--- src/rtl/berr_capture_reg.sv ---
module berr_capture_reg (
  input  logic        clk,
  input  logic        rst,
  input  logic [31:1] bus_addr,
  input  logic        bus_lword,
  input  logic [1:0]  bus_ds,
  input  logic [5:0]  bus_am,
  input  logic        bus_write,
  input  logic        berr,
  input  logic        cap_clear,
  input  logic        host_rd,
  output logic [7:0]  host_rdata
);
  localparam int NIB_W  = 4;
  localparam int NUM_NIB = 16;
  localparam int REC_W  = NIB_W * NUM_NIB;
  localparam int PTR_W  = $clog2(NUM_NIB);
  localparam int INFO_W = 31 + 1 + 2 + 6 + 1;

  logic [REC_W-1:0] rec;
  logic [PTR_W-1:0] ptr;
  logic             armed;
  logic             held;

  wire take = berr && armed;
  wire last = (ptr == PTR_W'(NUM_NIB - 1));

  always_ff @(posedge clk) begin
    if (rst) begin
      rec   <= '0;
      ptr   <= '0;
      armed <= 1'b1;
      held  <= 1'b0;
    end else if (take) begin
      rec   <= {bus_addr, bus_lword, bus_ds, bus_am, bus_write, (REC_W - INFO_W)'(0)};
      ptr   <= '0;
      armed <= 1'b0;
      held  <= 1'b1;
    end else begin
      if (held && host_rd) begin
        ptr <= ptr + 1'b1;
        if (last) armed <= 1'b1;
      end
      if (cap_clear) armed <= 1'b1;
    end
  end

  wire [REC_W-1:0] shifted = rec << (NIB_W * ptr);
  wire [NIB_W-1:0] nibble  = held ? shifted[REC_W-1 -: NIB_W] : '0;

  assign host_rdata = {armed, 3'b000, nibble};

  assert_capture_R3: assert property (@(posedge clk) disable iff (rst)
    (berr && armed) |=> (!armed && held && ptr == '0));

  assert_ptr_step_R7: assert property (@(posedge clk) disable iff (rst)
    (held && host_rd && !berr) |=> (ptr == $past(ptr) + 1'b1));

  assert_ptr_hold_R7: assert property (@(posedge clk) disable iff (rst)
    (!host_rd && !(berr && armed)) |=> $stable(ptr));

  assert_wrap_rearm_R8: assert property (@(posedge clk) disable iff (rst)
    (held && !armed && host_rd && ptr == PTR_W'(NUM_NIB - 1)) |=> armed);

  assert_no_overwrite_R9: assert property (@(posedge clk) disable iff (rst)
    (!armed) |=> $stable(rec));

  assert_clear_R10: assert property (@(posedge clk) disable iff (rst)
    (cap_clear && !(berr && armed)) |=> (armed && $stable(rec)));
endmodule

--- config.mk ---
export PLATFORM = sky130hd
export DESIGN_NAME = berr_capture_reg
export DESIGN_NICKNAME = d
export VERILOG_FILES = /design/src/rtl/berr_capture_reg.sv
export SDC_FILE = /design/constraint.sdc
export NUM_CORES = 1
export LEC_CHECK = 0
export BUFFER_PORTS_ARGS = -buffer_cell sky130_fd_sc_hd__buf_4
export CAP_MARGIN = 20
export CORE_ASPECT_RATIO = 0.6
export CORE_UTILIZATION = 28
export DETAILED_ROUTE_END_ITERATION = 8
export PLACE_DENSITY = 0.55
export SYNTH_ARGS = -nofsm -noshare
export SYNTH_HDL_FRONTEND = slang
export SYNTH_SLANG_ARGS = --single-unit
--- constraint.sdc ---
create_clock -name clk -period 1.85 [get_ports clk]
set_input_delay 0.37 -clock clk [delete_from_list [all_inputs] [get_ports clk]]
set_output_delay 0.37 -clock clk [all_outputs]
set_load 0.03 [all_outputs]
==> results of run 1 <==
## worst max-delay path: stages (launching register included)
cell      delay [ns]
dfxtp_4         0.38
mux4_2          0.53
a311oi_2        0.23
a211oi_2        0.07
buf_4           0.17
## routing by layer
metal  vias up  wire length [µm]  track usage, %
met3         5               281            3.61
met5         -                 0               0
li1        962                 -               -
met1       832              2820            22.8
met2        44              1940            16.9
met4         0                29            3.03
## cells in the final DEF, fill, tap and decap left out, types with 4 or more instances in the layout
| cell | synthesis | layout |
|---|---|---|
| a21oi_1 | 42 | 42 |
| dfxtp_1 | 47 | 44 |
| nand2_1 | 86 | 86 |
| clkbuf_16 | 0 | 5 |
| mux2_1 | 5 | 5 |
| buf_4 | 5 | 54 |
| mux2_2 | 6 | 5 |
| buf_6 | 1 | 4 |
| nor3_1 | 4 | 4 |
## cell families after synthesis
| family | count (synthesis) | share of synthesized area (%) |
|---|---|---|
| AO/OA/AOI/OAI | 61 | 16.4 |
| XOR/XNOR | 2 | 0.833 |
| adder cells (fa/ha/maj) | 1 | 0.595 |
| buffers and inverters | 26 | 6.84 |
| flip-flops | 47 | 44.8 |
| multiplexers | 17 | 9.94 |
| other | 1 | 0.178 |
| AND/OR/NAND/NOR | 105 | 20.4 |
## area by class of cell
| class | count | area (µm²) | area share [%] |
|---|---|---|---|
| flip-flops and latches | 47 | 947 | 33.7 |
| clock inverters | 2 | 35.0 | 1.25 |
| well taps | 104 | 130 | 4.63 |
| inverters | 2 | 7.51 | 0.267 |
| multi-input cells | 189 | 1080 | 38.5 |
| clock buffers | 6 | 139 | 4.94 |
| repair buffers | 59 | 470 | 16.7 |
## power by group through the flow
stage / registers [mW] / clock network [mW] / logic, mW
after detailed placement: 1.13 / 0 / 0.307
after global placement: 1.13 / 0 / 0.299
after CTS: 1.11 / 1.05 / 0.318
after floorplan: 1.11 / 0 / 0.193
final: 1.11 / 1.03 / 0.314
after global routing: 1.11 / 1.10 / 0.350
## sequential cells by signal, indices dropped and copies added (netlist names)
signal  cells
ptr         4
armed       1
held        1
rec        41
## final timing paths
kind / start / end / slack, ns / cells past startpoint
worst max-delay path: ptr[0]$_SDFFE_PP0P_ / host_rdata[0] / -0.18 / 4
worst min-delay path: bus_addr[16] / rec[48]$_SDFFE_PP0N_ / 0.33 / 3
worst max register to register: armed$_SDFFE_PP1P_ / rec[29]$_SDFFE_PP0N_ / 0.57 / 4
worst min register to register: rec[53]$_SDFFE_PP0N_ / rec[53]$_SDFFE_PP0N_ / 0.45 / 2
## stage by stage
| stage | setup WS [ns] | util (%) | cells |
|---|---|---|---|
| CTS | -0.192 | 38.5 | 409 |
| floorplan | 0.0871 | - | 262 |
| global route | -0.228 | 38.7 | 409 |
| detailed placement | -0.0617 | 35.4 | 401 |
| global placement | -0.0317 | 35.4 | 401 |
| finish | -0.185 | 38.7 | 409 |
## what timing repair did
item / CTS / global route
pin swaps: 6 / 0
endpoints found under the setup margin: 4 / 4
cloned: 0 / 0
hold buffers: 0 / 0
setup buffers: 0 / 0
gates resized for setup: 15 / 3
==> flow_summary.ini, run 1 <==
[status]
status = finished with violations
violations = setup timing

[global_route]
grt_pass1_wl_mm = 8.49
antenna_found_initial = 0
grt_pass1_vias = 1672
grtUsageTotal_pct = 13.8
grt-ovfl-total = 0
grt_max_degree = 48

[pwr]
share_seq_of_total_power_pct = 45.1
finalPower_mw = 2.45
ir_worst_vdd_mv = 0.370
total_leakage_power_nw = 1.12
p_clk_share_pct = 42.1
comb_power_share_pct = 12.8
switchingPower_mw = 0.558
internal-power_mw = 1.89
p_per_area_nw_per_um2 = 873
power.share.switching_pct = 22.7

[die]
start_util_pct = 28.9
dieHeight_um = 69.1
rows = 24
core-area_um2 = 7270
die_area_um2 = 7870
die_x_um = 114
num_io_pins = 54

[synthesis]
synthTopCellsByArea = dfxtp_1, nand2_1, a21oi_1
synth_seq_cells = 47
ys.flop_type = dfxtp_1
syn-instance-count = 260
yosysUniqueCellTypes = 35
synth.top_cell.area_share_pct = 44.8
yosysWarnings = 0
syn-cell-area_um2 = 2100
async_flop_share_pct = 0
synth_commonest_cells = nand2_1, dfxtp_1, a21oi_1
syn_area_per_cell_um2 = 8.08
yosysMostFrequentCell = nand2_1
synth_edf_count = 0
synth_top_cell_by_area = dfxtp_1
synth-seq-area-share_pct = 44.8

[timing]
fmax_ghz = 0.492
finalHoldViolations = 0
post-route-period-util_pct = 110
rsz0062_at_grt = true
setup-violations-final = 4
setup_tns_ns = -0.527
fin_skew_ns = 0.00531
drv_slew = 0
hold_slack_ns = 0.328
worst_slack_ns = -0.185
fin_crit_ns = 2.03

[placed_design]
hpwl_mm = 3.71
portBuffers = 50
place_congestion = 0.815
dpl-instance-area_um2 = 2570

[clock_tree]
cts-root-buf = clkbuf_16
cts_buffers = 5
h-tree-depth = 2
clock_path_buffers = 2
clk_pin_slew_ns = 0.06
clock_sinks = 47
clkLatencyLatePin_ns = 0.28
cts_tree = built

[setup_path]
worstSetupPathType = reg2out
cp-start-kind = register
crit_path_max_fanout = 5
cp_data_required_time_ns = 1.48
crit_arrival_ns = 1.66
worstSetupEndpointType = output pin

[route]
post-route-drc-count = 0
drt_wl_total_mm = 5.06
first_pass_iters = 4
wl_per_cell_um = 12.4
vias = 1843
ant_nets = 0
drt_iter0_markers = 71
via_per_inst = 4.51

[final_layout]
final_nets = 351
fin_area_um2 = 2810
area_delta_synth_final_pct = 33.7
antenna_cells = 0
final_layout_size_suffix_gt1_share_pct = 28.9
fillers = 774

[run]
maxCapViolCount = 0

[worst_hold_path]
hold_path.class = in2reg
Note: power is estimated with default switching activity, not from simulation.
==> inputs of run 2 (changes only) <==
==> constraint.sdc (replaced) <==
create_clock -name clk -period 1.85 [get_ports clk]
set_input_delay 0.2775 -clock clk [delete_from_list [all_inputs] [get_ports clk]]
set_output_delay 0.2775 -clock clk [all_outputs]
set_load 0.03 [all_outputs]
==> run 2 against run 1 <==
Effect of this change: the flow finishes with violations (DRC, setup timing); utilization shrank 0.36 points; sequential cell count unchanged; final area is 0.94% lower; final cell count grew 0.49%; setup slack improved by 0.079 ns; non-clock buffer count is 2 higher; combinational power barely moved; highest routed layer unchanged.
==> flow_summary.ini, run 2 (same netlist as run 1, synthesis figures left out) <==
[timing]
setup-violations-final = 4
finalHoldViolations = 0
post-route-period-util_pct = 106
rsz0062_at_grt = true
worst_slack_ns = -0.105
fin_crit_ns = 1.96
drv_slew = 0
fmax_ghz = 0.511
fin_skew_ns = 0.00334

[pwr]
switchingPower_mw = 0.562
p_per_area_nw_per_um2 = 847
ir_worst_vdd_mv = 0.391
power.share.switching_pct = 23.8
total_leakage_power_nw = 1.12
p_clk_share_pct = 39.9
share_seq_of_total_power_pct = 46.9
comb_power_share_pct = 13.3
internal-power_mw = 1.80

[clock_tree]
clock_sinks = 47
clock_path_buffers = 2
cts_buffers = 5
clkLatencyLatePin_ns = 0.28
cts_hold_buf = 0
clk_pin_slew_ns = 0.06
h-tree-depth = 2
cts-root-buf = clkbuf_16
cts_tree = built

[final_layout]
reg.largest.list = rec: 41 flops, ptr: 4 flops
area_delta_synth_final_pct = 32.4
antenna_cells = 0
regMostFlops = rec
final_cell_mix = nand2_1, buf_4, dfxtp_1
fillers = 780
stdcell_count = 411
mostFrequentLayoutCell = nand2_1
final_layout_size_suffix_gt1_share_pct = 28.0
largest_reg_flops = 41
final_nets = 353

[global_route]
use_met3_pct = 3.69
grt_max_degree = 48
grt_busiest_layer = met1
grtUsageTotal_pct = 13.8
grtUsageMet2_pct = 18.7
antenna_found_initial = 0
grt_pass1_wl_mm = 8.49
grt.met1_usage_pct = 21.3
grt_pass1_vias = 1717
grt-ovfl-total = 0

[die]
die_area_um2 = 7870
die_x_um = 114
start_util_pct = 28.9
core-area_um2 = 7270
rows = 24
num_io_pins = 54
dieHeight_um = 69.1

[status]
status = finished with violations
violations = DRC, setup timing

[route]
post-route-drc-count = 1
ant_nets = 0
drt_iter0_markers = 95
drt_wl_total_mm = 5.33
first_pass_iters = 6
via_per_inst = 4.57
wl_per_cell_um = 13.0
vias = 1879

[setup_path]
worst-r2r-setup-slack_ns = 0.51
worstSetupPathType = reg2out
cp_data_required_time_ns = 1.57
reg2reg_to = ptr[3]$_SDFFE_PP0P_
worstSetupEndpointType = output pin
crit_arrival_ns = 1.68
r2r-start = ptr[2]$_SDFFE_PP0P_
reg2reg_depth = 4
crit_path_max_fanout = 5
cp-start-kind = register

[worst_hold_path]
hold_path.class = in2reg
hold-path-cell-count = 3
holdPathEnd = rec[57]$_SDFFE_PP0N_
min_from = bus_addr[25]

[placed_design]
place_congestion = 0.796
portBuffers = 50
dpl.cell_count = 400
hpwl_mm = 3.76
pre_cts_ws_ns = -0.0438

[run]
maxCapViolCount = 0
==> run 2: area by class of cell <==
| class | instances | area [µm²] | share of cell area, % |
|---|---|---|---|
| inverters | 2 | 7.51 | 0.270 |
| clock buffers | 8 | 156 | 5.62 |
| well taps | 104 | 130 | 4.67 |
| repair buffers | 61 | 469 | 16.9 |
| multi-input cells | 189 | 1070 | 38.6 |
| flip-flops and latches | 47 | 946 | 34.0 |
==> run 2: power by group through the flow <==
stage               sequential [mW]  clock [mW]  combinational (mW)
floorplan                      1.11           0               0.193
global placement               1.13           0               0.296
detailed placement             1.13           0               0.303
global route                   1.11       0.993               0.347
finish                         1.10       0.940               0.314
CTS                            1.10       0.954               0.316
==> run 2: per-layer routing <==
metal / vias to the layer above / part of all wire, % / wire (µm)
met2: 49 / 39 / 2090
li1: 966 / - / -
met3: 4 / 5.9 / 314
met1: 860 / 54 / 2900
met4: 0 / 0.49 / 26
met5: - / 0 / 0
==> run 2: what timing repair did <==
action                                  4_1_cts  5_1_grt
endpoints found under the setup margin        4        4
pin swaps                                     4        0
gates resized for setup                      13        1
setup buffers                                 3        0
==> run 2: how the worst max path moves through the flow <==
stage                         from  slack (ns)       endpoint
6_report       ptr[0]$_SDFFE_PP0P_       -0.11  host_rdata[0]
3_5_place_dp   ptr[0]$_SDFFE_PP0P_       -0.04  host_rdata[0]
3_3_place_gp   ptr[0]$_SDFFE_PP0P_        0.02  host_rdata[0]
4_1_cts        ptr[0]$_SDFFE_PP0P_       -0.12  host_rdata[0]
5_1_grt        ptr[0]$_SDFFE_PP0P_       -0.17  host_rdata[0]
2_1_floorplan  ptr[0]$_SDFFE_PP0P_        0.18  host_rdata[0]
==> run 2: per-stage QoR <==
step | cell area, µm² | utilization (%) | hold WS [ns] | power (mW) | setup TNS [ns]
5_1_grt | 2780 | 38.3 | 0.241 | 2.45 | -0.577
6_report | 2780 | 38.3 | 0.239 | 2.36 | -0.257
4_1_cts | 2780 | 38.2 | 0.236 | 2.37 | -0.312
3_5_place_dp | 2550 | 35.1 | 0.447 | 1.43 | -0.0438
2_1_floorplan | 2120 | - | 0.413 | 1.31 | 0
3_3_place_gp | 2550 | 35.1 | 0.446 | 1.43 | 0
==> run 2: worst max-delay path: stages, from the launching register on <==
cell and delay [ns]:
dfxtp_4 0.39, mux4_2 0.54, a311oi_2 0.23, a211oi_2 0.06, buf_4 0.17
